--- src/rtl/tpg_pkg.sv ---
package tpg_pkg;

  typedef enum logic [1:0] {
    STOP_AT_FRAME = 2'd0,
    STOP_AT_LINE  = 2'd1,
    STOP_AT_ONCE  = 2'd2,
    STOP_AT_ONCE2 = 2'd3
  } stop_mode_e;

  typedef enum logic [1:0] {
    PAT_SOLID   = 2'd0,
    PAT_SPARE   = 2'd1,
    PAT_COLSTRP = 2'd2,
    PAT_ROWSTRP = 2'd3
  } pat_mode_e;

  typedef enum logic {
    GEN_IDLE = 1'b0,
    GEN_RUN  = 1'b1
  } gen_state_e;

  localparam int CTRL_RUN_BIT    = 0;
  localparam int CTRL_STOP_LSB   = 1;
  localparam int CTRL_PAT_LSB    = 3;
  localparam int CTRL_STRIPE_LSB = 5;
  localparam int SIZE_LINES_LSB  = 16;
  localparam int COL_HI_LSB      = 12;

endpackage

--- src/rtl/tpg_ctrl.sv ---
module tpg_ctrl
  import tpg_pkg::*;
(
  input  logic       clk,
  input  logic       rst_n,
  input  logic       run_i,
  input  stop_mode_e stop_mode_i,
  input  logic       fire_i,
  input  logic       last_x_i,
  input  logic       last_y_i,
  output logic       running_o,
  output logic       start_o,
  output logic       present_o
);

  gen_state_e st_q, st_d;
  logic [1:0] sm;
  logic       halt_now, line_end, frame_end, stop_hit;

  assign sm = stop_mode_i;

  always_comb begin
    start_o   = (st_q == GEN_IDLE) && run_i;
    halt_now  = (st_q == GEN_RUN) && !run_i && sm[1];
    line_end  = fire_i && last_x_i;
    frame_end = line_end && last_y_i;
    stop_hit  = (st_q == GEN_RUN) && !run_i &&
                (sm[1] || (sm[0] ? line_end : frame_end));
    st_d = st_q;
    case (st_q)
      GEN_IDLE: if (run_i)    st_d = GEN_RUN;
      GEN_RUN:  if (stop_hit) st_d = GEN_IDLE;
      default:                st_d = GEN_IDLE;
    endcase
  end

  always_ff @(posedge clk or negedge rst_n) begin
    if (!rst_n) st_q <= GEN_IDLE;
    else        st_q <= st_d;
  end

  assign running_o = (st_q == GEN_RUN);
  assign present_o = (st_q == GEN_RUN) && !halt_now;


  start_chk: assert property (@(posedge clk) disable iff (!rst_n)
    !running_o && run_i |=> running_o);


  frame_stop_chk: assert property (@(posedge clk) disable iff (!rst_n)
    $fell(running_o) && $past(sm) == 2'd0 |-> $past(fire_i && last_x_i && last_y_i));


  line_stop_chk: assert property (@(posedge clk) disable iff (!rst_n)
    $fell(running_o) && $past(sm) == 2'd1 |-> $past(fire_i && last_x_i));


  now_stop_chk: assert property (@(posedge clk) disable iff (!rst_n)
    running_o && !run_i && sm[1] |=> !running_o);

endmodule

--- src/rtl/tpg_scan.sv ---
module tpg_scan #(
  parameter int XW = 16,
  parameter int YW = 16
) (
  input  logic          clk,
  input  logic          rst_n,
  input  logic          clear_i,
  input  logic          step_i,
  input  logic [XW-1:0] len_i,
  input  logic [YW-1:0] lines_i,
  output logic [XW-1:0] x_o,
  output logic [YW-1:0] y_o,
  output logic          last_x_o,
  output logic          last_y_o
);

  logic [XW-1:0] x_q, x_d, xmax;
  logic [YW-1:0] y_q, y_d, ymax;

  assign xmax     = (len_i == '0)   ? '0 : len_i - XW'(1);
  assign ymax     = (lines_i == '0) ? '0 : lines_i - YW'(1);
  assign last_x_o = (x_q == xmax);
  assign last_y_o = (y_q == ymax);

  always_comb begin
    x_d = x_q;
    y_d = y_q;
    if (clear_i) begin
      x_d = '0;
      y_d = '0;
    end else if (step_i) begin
      if (last_x_o) begin
        x_d = '0;
        y_d = last_y_o ? '0 : y_q + YW'(1);
      end else begin
        x_d = x_q + XW'(1);
      end
    end
  end

  always_ff @(posedge clk or negedge rst_n) begin
    if (!rst_n) begin
      x_q <= '0;
      y_q <= '0;
    end else begin
      x_q <= x_d;
      y_q <= y_d;
    end
  end

  assign x_o = x_q;
  assign y_o = y_q;


  x_range_chk: assert property (@(posedge clk) disable iff (!rst_n)
    !clear_i |=> x_o <= xmax);


  line_wrap_chk: assert property (@(posedge clk) disable iff (!rst_n)
    step_i && last_x_o && !clear_i |=> x_o == '0);

endmodule

--- src/rtl/tpg_stripe.sv ---
module tpg_stripe #(
  parameter int SW = 16
) (
  input  logic          clk,
  input  logic          rst_n,
  input  logic          clear_i,
  input  logic          step_i,
  input  logic [SW-1:0] size_i,
  output logic          phase_o
);

  logic [SW-1:0] cnt_q, cnt_d, lim;
  logic          ph_q, ph_d;

  assign lim = (size_i == '0) ? '0 : size_i - SW'(1);

  always_comb begin
    cnt_d = cnt_q;
    ph_d  = ph_q;
    if (clear_i) begin
      cnt_d = '0;
      ph_d  = 1'b0;
    end else if (step_i) begin
      if (cnt_q >= lim) begin
        cnt_d = '0;
        ph_d  = ~ph_q;
      end else begin
        cnt_d = cnt_q + SW'(1);
      end
    end
  end

  always_ff @(posedge clk or negedge rst_n) begin
    if (!rst_n) begin
      cnt_q <= '0;
      ph_q  <= 1'b0;
    end else begin
      cnt_q <= cnt_d;
      ph_q  <= ph_d;
    end
  end

  assign phase_o = ph_q;

endmodule

--- src/rtl/tpg_status.sv ---
module tpg_status (
  input  logic clk,
  input  logic rst_n,
  input  logic running_i,
  input  logic mask_i,
  input  logic clr_i,
  output logic flag_o,
  output logic irq_o
);

  logic prev_q, flag_q, flag_d;

  always_comb begin
    flag_d = (running_i != prev_q) | (flag_q & ~clr_i);
  end

  always_ff @(posedge clk or negedge rst_n) begin
    if (!rst_n) begin
      prev_q <= 1'b0;
      flag_q <= 1'b0;
    end else begin
      prev_q <= running_i;
      flag_q <= flag_d;
    end
  end

  assign flag_o = flag_q;
  assign irq_o  = flag_q & mask_i;


  flag_set_chk: assert property (@(posedge clk) disable iff (!rst_n)
    running_i != $past(running_i) |=> flag_o);


  flag_clr_chk: assert property (@(posedge clk) disable iff (!rst_n)
    clr_i && $stable(running_i) |=> !flag_o);

endmodule

--- src/rtl/testpat_gen.sv ---
module testpat_gen
  import tpg_pkg::*;
#(
  parameter int CW = 12,
  parameter int XW = 16,
  parameter int YW = 16,
  parameter int SW = 16
) (
  input  logic            clk,
  input  logic            rst_n,
  input  logic [31:0]     ctrl_i,
  input  logic [31:0]     img_size_i,
  input  logic [31:0]     col1_rg_i,
  input  logic [31:0]     col1_b_i,
  input  logic [31:0]     col2_rg_i,
  input  logic [31:0]     col2_b_i,
  input  logic            int_mask_i,
  input  logic            int_clr_i,
  input  logic            pix_ready_i,
  output logic            pix_valid_o,
  output logic [3*CW-1:0] pix_data_o,
  output logic            pix_sol_o,
  output logic            pix_sof_o,
  output logic            running_o,
  output logic            int_flag_o,
  output logic            irq_o
);

  localparam int PW = 3 * CW;

  logic       run_req;
  stop_mode_e stop_mode;
  pat_mode_e  pat_in;

  assign run_req   = ctrl_i[CTRL_RUN_BIT];
  assign stop_mode = stop_mode_e'(ctrl_i[CTRL_STOP_LSB +: 2]);
  assign pat_in    = pat_mode_e'(ctrl_i[CTRL_PAT_LSB +: 2]);

  logic [PW-1:0] col1_in, col2_in;
  assign col1_in = {col1_rg_i[0 +: CW], col1_rg_i[COL_HI_LSB +: CW], col1_b_i[0 +: CW]};
  assign col2_in = {col2_rg_i[0 +: CW], col2_rg_i[COL_HI_LSB +: CW], col2_b_i[0 +: CW]};

  // captured configuration
  pat_mode_e     pat_q, pat_d;
  logic [SW-1:0] strp_q, strp_d;
  logic [XW-1:0] len_q, len_d;
  logic [YW-1:0] lines_q, lines_d;
  logic [PW-1:0] c1_q, c1_d, c2_q, c2_d;

  logic start, present, fire, last_x, last_y, vph, hph, use_c2;
  logic [XW-1:0] xpos;
  logic [YW-1:0] ypos;

  always_comb begin
    pat_d   = pat_q;
    strp_d  = strp_q;
    len_d   = len_q;
    lines_d = lines_q;
    c1_d    = c1_q;
    c2_d    = c2_q;
    if (start) begin
      pat_d   = pat_in;
      strp_d  = ctrl_i[CTRL_STRIPE_LSB +: SW];
      len_d   = img_size_i[0 +: XW];
      lines_d = img_size_i[SIZE_LINES_LSB +: YW];
      c1_d    = col1_in;
      c2_d    = col2_in;
    end
  end

  always_ff @(posedge clk or negedge rst_n) begin
    if (!rst_n) begin
      pat_q   <= PAT_SOLID;
      strp_q  <= '0;
      len_q   <= '0;
      lines_q <= '0;
      c1_q    <= '0;
      c2_q    <= '0;
    end else begin
      pat_q   <= pat_d;
      strp_q  <= strp_d;
      len_q   <= len_d;
      lines_q <= lines_d;
      c1_q    <= c1_d;
      c2_q    <= c2_d;
    end
  end

  tpg_ctrl u_ctrl (
    .clk         (clk),
    .rst_n       (rst_n),
    .run_i       (run_req),
    .stop_mode_i (stop_mode),
    .fire_i      (fire),
    .last_x_i    (last_x),
    .last_y_i    (last_y),
    .running_o   (running_o),
    .start_o     (start),
    .present_o   (present)
  );

  assign pix_valid_o = present;
  assign fire        = present & pix_ready_i;

  tpg_scan #(.XW(XW), .YW(YW)) u_scan (
    .clk      (clk),
    .rst_n    (rst_n),
    .clear_i  (start),
    .step_i   (fire),
    .len_i    (len_q),
    .lines_i  (lines_q),
    .x_o      (xpos),
    .y_o      (ypos),
    .last_x_o (last_x),
    .last_y_o (last_y)
  );

  tpg_stripe #(.SW(SW)) u_col_strp (
    .clk     (clk),
    .rst_n   (rst_n),
    .clear_i (start | (fire & last_x)),
    .step_i  (fire),
    .size_i  (strp_q),
    .phase_o (vph)
  );

  tpg_stripe #(.SW(SW)) u_row_strp (
    .clk     (clk),
    .rst_n   (rst_n),
    .clear_i (start | (fire & last_x & last_y)),
    .step_i  (fire & last_x),
    .size_i  (strp_q),
    .phase_o (hph)
  );

  assign use_c2 = ((pat_q == PAT_COLSTRP) & vph) | ((pat_q == PAT_ROWSTRP) & hph);

  for (genvar ch = 0; ch < 3; ch++) begin : g_chan
    assign pix_data_o[ch*CW +: CW] = use_c2 ? c2_q[ch*CW +: CW] : c1_q[ch*CW +: CW];
  end

  assign pix_sol_o = (xpos == '0);
  assign pix_sof_o = (xpos == '0) && (ypos == '0);

  tpg_status u_status (
    .clk       (clk),
    .rst_n     (rst_n),
    .running_i (running_o),
    .mask_i    (int_mask_i),
    .clr_i     (int_clr_i),
    .flag_o    (int_flag_o),
    .irq_o     (irq_o)
  );


  hold_stable_chk: assert property (@(posedge clk) disable iff (!rst_n)
    pix_valid_o && !pix_ready_i |=>
      !pix_valid_o || ($stable(pix_data_o) && $stable(pix_sol_o) && $stable(pix_sof_o)));

endmodule

--- config.mk ---
export PLATFORM = sky130hd
export DESIGN_NAME = testpat_gen
export DESIGN_NICKNAME = d
export VERILOG_FILES = /design/src/rtl/tpg_pkg.sv /design/src/rtl/tpg_ctrl.sv /design/src/rtl/tpg_scan.sv /design/src/rtl/tpg_stripe.sv /design/src/rtl/tpg_status.sv /design/src/rtl/testpat_gen.sv
export SDC_FILE = /design/constraint.sdc
export NUM_CORES = 1
export LEC_CHECK = 0
export BUFFER_PORTS_ARGS = -buffer_cell sky130_fd_sc_hd__buf_4
export CAP_MARGIN = 25
export CORE_ASPECT_RATIO = 1.4
export CORE_MARGIN = 3
export CORE_UTILIZATION = 45
export DETAILED_ROUTE_END_ITERATION = 12
export PLACE_DENSITY_LB_ADDON = 0.05
export SETUP_SLACK_MARGIN = 0.15
export SYNTH_ARGS = -nofsm -noshare
export SYNTH_HDL_FRONTEND = slang
export SYNTH_SLANG_ARGS = --single-unit
--- constraint.sdc ---
create_clock -name clk -period 8.3 [get_ports clk]
set_clock_uncertainty 0.2 [all_clocks]
set_input_delay 1.245 -clock clk [delete_from_list [all_inputs] [get_ports clk]]
set_output_delay 1.245 -clock clk [all_outputs]
set_load 0.05 [all_outputs]
==> summary.txt <==
Status
  – Status: finished, final reports clean

Final layout
  – Nets: 1,727
  – Commonest non-fill, non-tap cell in the layout: nand2_1
  – Most frequent cells in the layout: nand2_1, dfrtp_1, buf_4, nor2_1, o21ai_0
  – N_diodes: 0
  – Biggest regs: c1_q x36, c2_q x36
  – Share of cells above drive strength 1: 18.7%
  – Syn-to-layout area delta: 17.7%
  – Layout Cells excl Fill: around 1,800

STA
  – Fin crit period: 5120 ps
  – RSZ-0062 raised after global routing: false
  – Final Setup Violations: 0
  – Slew @ Worst Pin: 1070 ps
  – Final Hold Fails: 0
  – Fin crit share: 61.7%
  – Max-slew violation count: 0
  – Relative slew slack: 28.4%
  – Final setup TNS: 0 ps
  – FMAX: 0.195 GHz

GRT
  – GRT overflow: 0
  – First-pass GRT wire length: 47,700 µm
  – Largest net degree at the start of global routing: 101
  – Gr usage total: 21.0%
  – Initial antenna violation count: 0
  – Vias in the first global route: 9,567

Clocking
  – H-tree depth: 4
  – Clock Sinks: around 190
  – CTS Root Cell: clkbuf_16
  – CTS resizes: 0
  – Clock Latency Late Sink: 440 ps
  – Maximum clock path buffer count: 2
  – Clk pin slew, worst setup/hold paths: about 70 ps
  – Number of CTS-inserted buffers: 17
  – Hold_buf cts: 0
  – Setup repair bufs after CTS: 0
  – CTS tree: yes

Yosys
  – Avg Cell Area, Syn: between 8 and 9 µm²
  – Dominant cells by area after synthesis: dfrtp_1, nand2_1, ha_1
  – Mapped Cells: 1,366
  – Syn Nets: around 1,600
  – Register area share after synthesis: 41.4%
  – Main combinational cell family by area after synthesis: simple AND/OR/NAND/NOR gates
  – Complex-gate fraction of the synthesized area: roughly 12%
  – Synth Area in Simple Gates: just under 30%
  – Ys flop type: dfrtp_1
  – Async SR Flop Fraction: 100%
  – Yosys reg bits: 191
  – Syn Std Cell Area: 11,500 µm²
  – Unique masters post-synth: 80
  – Share of the synthesized area in the top cell type: roughly 41%
  – Most area-hungry cell type in the Yosys netlist: dfrtp_1
  – Adder-cell share of the synthesized area: 4.56%
  – Ys Warns: 0
  – Xor/xnor share of the synthesized area: between 4 and 5%
  – EDFF count, synth: 0
  – Post-synthesis mux area share: 4.12%

Setup path
  – CP max FO: 16
  – Crit path DAT: ~5300 ps
  – R2r setup slk: about 3200 ps
  – CP endpoint kind: flop
  – Critical Path RT: 8440 ps
  – Startpoint types: flop
  – WS Path Type: flop to flop

Detailed routing
  – Post-route ant nets: 0
  – DR pass1 iterations: 4
  – DR iter-0 viols: about 330
  – WL/cell: 15.9 µm
  – Vias: 9,758
  – Post-Route WL: 29,000 µm
  – Vias/cell: 5.37
  – DRC violations left: 0

Die
  – Core area: 24,900 µm²
  – Vert. Die Dim: roughly 200 µm
  – Die W: 141 µm
  – # IOs: 239
  – Initial core utilization: 46.3%
  – Row count: 68
  – Die area: 27,600 µm²

Place
  – Final Wtd Congestion: 0.887
  – PortBufs: 171
  – Cells after DPL: between 1,500 and 2,000
  – DP HPWL: about 20,000 µm

Pwr
  – Peak supply drop: 0.163 mV
  – Static leakage: 6.66 nW
  – PD cells: 219 nW/µm²

Job
  – Max-cap viol count: 0

Worst hold path
  – Worst Hold Class: flop to flop
-- power by group --
part / switching, W / internal [W]
clock network: 0.000363 / 0.000478
logic: 0.000551 / 0.000371
registers: 0.000149 / 0.00106
total: 0.00106 / 0.00191
-- per-layer routing --
layer	wire length (µm)	GRT usage, %	vias up
met2	14300	35.6	195
met4	680	6.54	0
met1	12200	25.5	4602
met3	1800	6.57	44
li1	-	-	4917
met5	0	0	-
-- final timing paths --
kind                       depth (start not counted)              endpoint        from
hold / removal                                     2              c2_q[26]    c2_q[26]
setup reg to reg                                  13   u_row_strp.cnt_q[4]  strp_q[10]
setup / recovery                                  13   u_row_strp.cnt_q[4]  strp_q[10]
max in group asynchronous                          2              len_q[8]       rst_n
min in group asynchronous                          1  u_row_strp.cnt_q[15]       rst_n
hold reg to reg                                    2              c2_q[26]    c2_q[26]
-- stage by stage --
step           hold WS (ps)  setup slack, ps  total power [W]  instance area, µm²  utilization, %
6_report                268             3180          0.00297               13600            54.4
3_3_place_gp            254             3310          0.00213               12900            51.8
5_1_grt                 285             2860          0.00316               13600            54.4
2_1_floorplan           240             4080          0.00186               11500               -
3_5_place_dp            257             3230          0.00215               12900            51.8
4_1_cts                 274             3170          0.00300               13500            54.2
-- kinds of logic (layout without fill, tap and decap cells) --
| group | count (synthesis) | after routing |
|---|---|---|
| adders and majority gates | 42 | 42 |
| buffers and inverters | 112 | 247 |
| xor gates and xnor gates | 58 | 58 |
| DFF | 191 | 191 |
| AOI/OAI and AO/OA | 207 | 207 |
| and+or+nand+nor | 713 | 713 |
| muxes | 43 | 43 |
-- cell usage after synthesis, drive strengths merged, types with 3 or more instances --
cell     number
a2111oi       4
a211o         4
a211oi        3
a21o         14
a21oi        37
a22o          7
a31oi        26
and2          7
and3         24
and4          5
and4b         3
buf          21
clkbuf       55
dfrtp       191
ha           42
inv          36
mux2         36
mux2i         7
nand2       428
nand2b       25
nand3        28
nand3b        7
nand4        14
nor2         64
nor2b         5
nor3         28
nor3b         7
nor4         21
o211ai        5
o21a          4
o21ai        54
o21bai        4
o22ai         7
o2bb2ai       8
o31ai         7
o41ai         4
or2          12
or3          13
or4          14
xnor2        28
xor2         29
-- cell type report --
class	count	area [µm²]
repair buffers	179	1390
well taps	315	394
flip-flops and latches	191	4780
fillers	2378	11400
multi-input cells	1063	6280
clock buffers	24	492
inverters	36	135
clock inverters	8	103
-- worst max-delay path: stages (launching register included) --
cell and delay, ps:
dfrtp_1 440, or4_1 580, or4_1 750, and2_1 310
ha_1 280, nand2b_1 140, a21o_1 180, a21o_1 170
a21oi_1 140, o21ai_0 130, a211oi_1 650, nand2_1 320
or2_1 430, o31ai_1 300
Power figures use the tool's default switching activity.
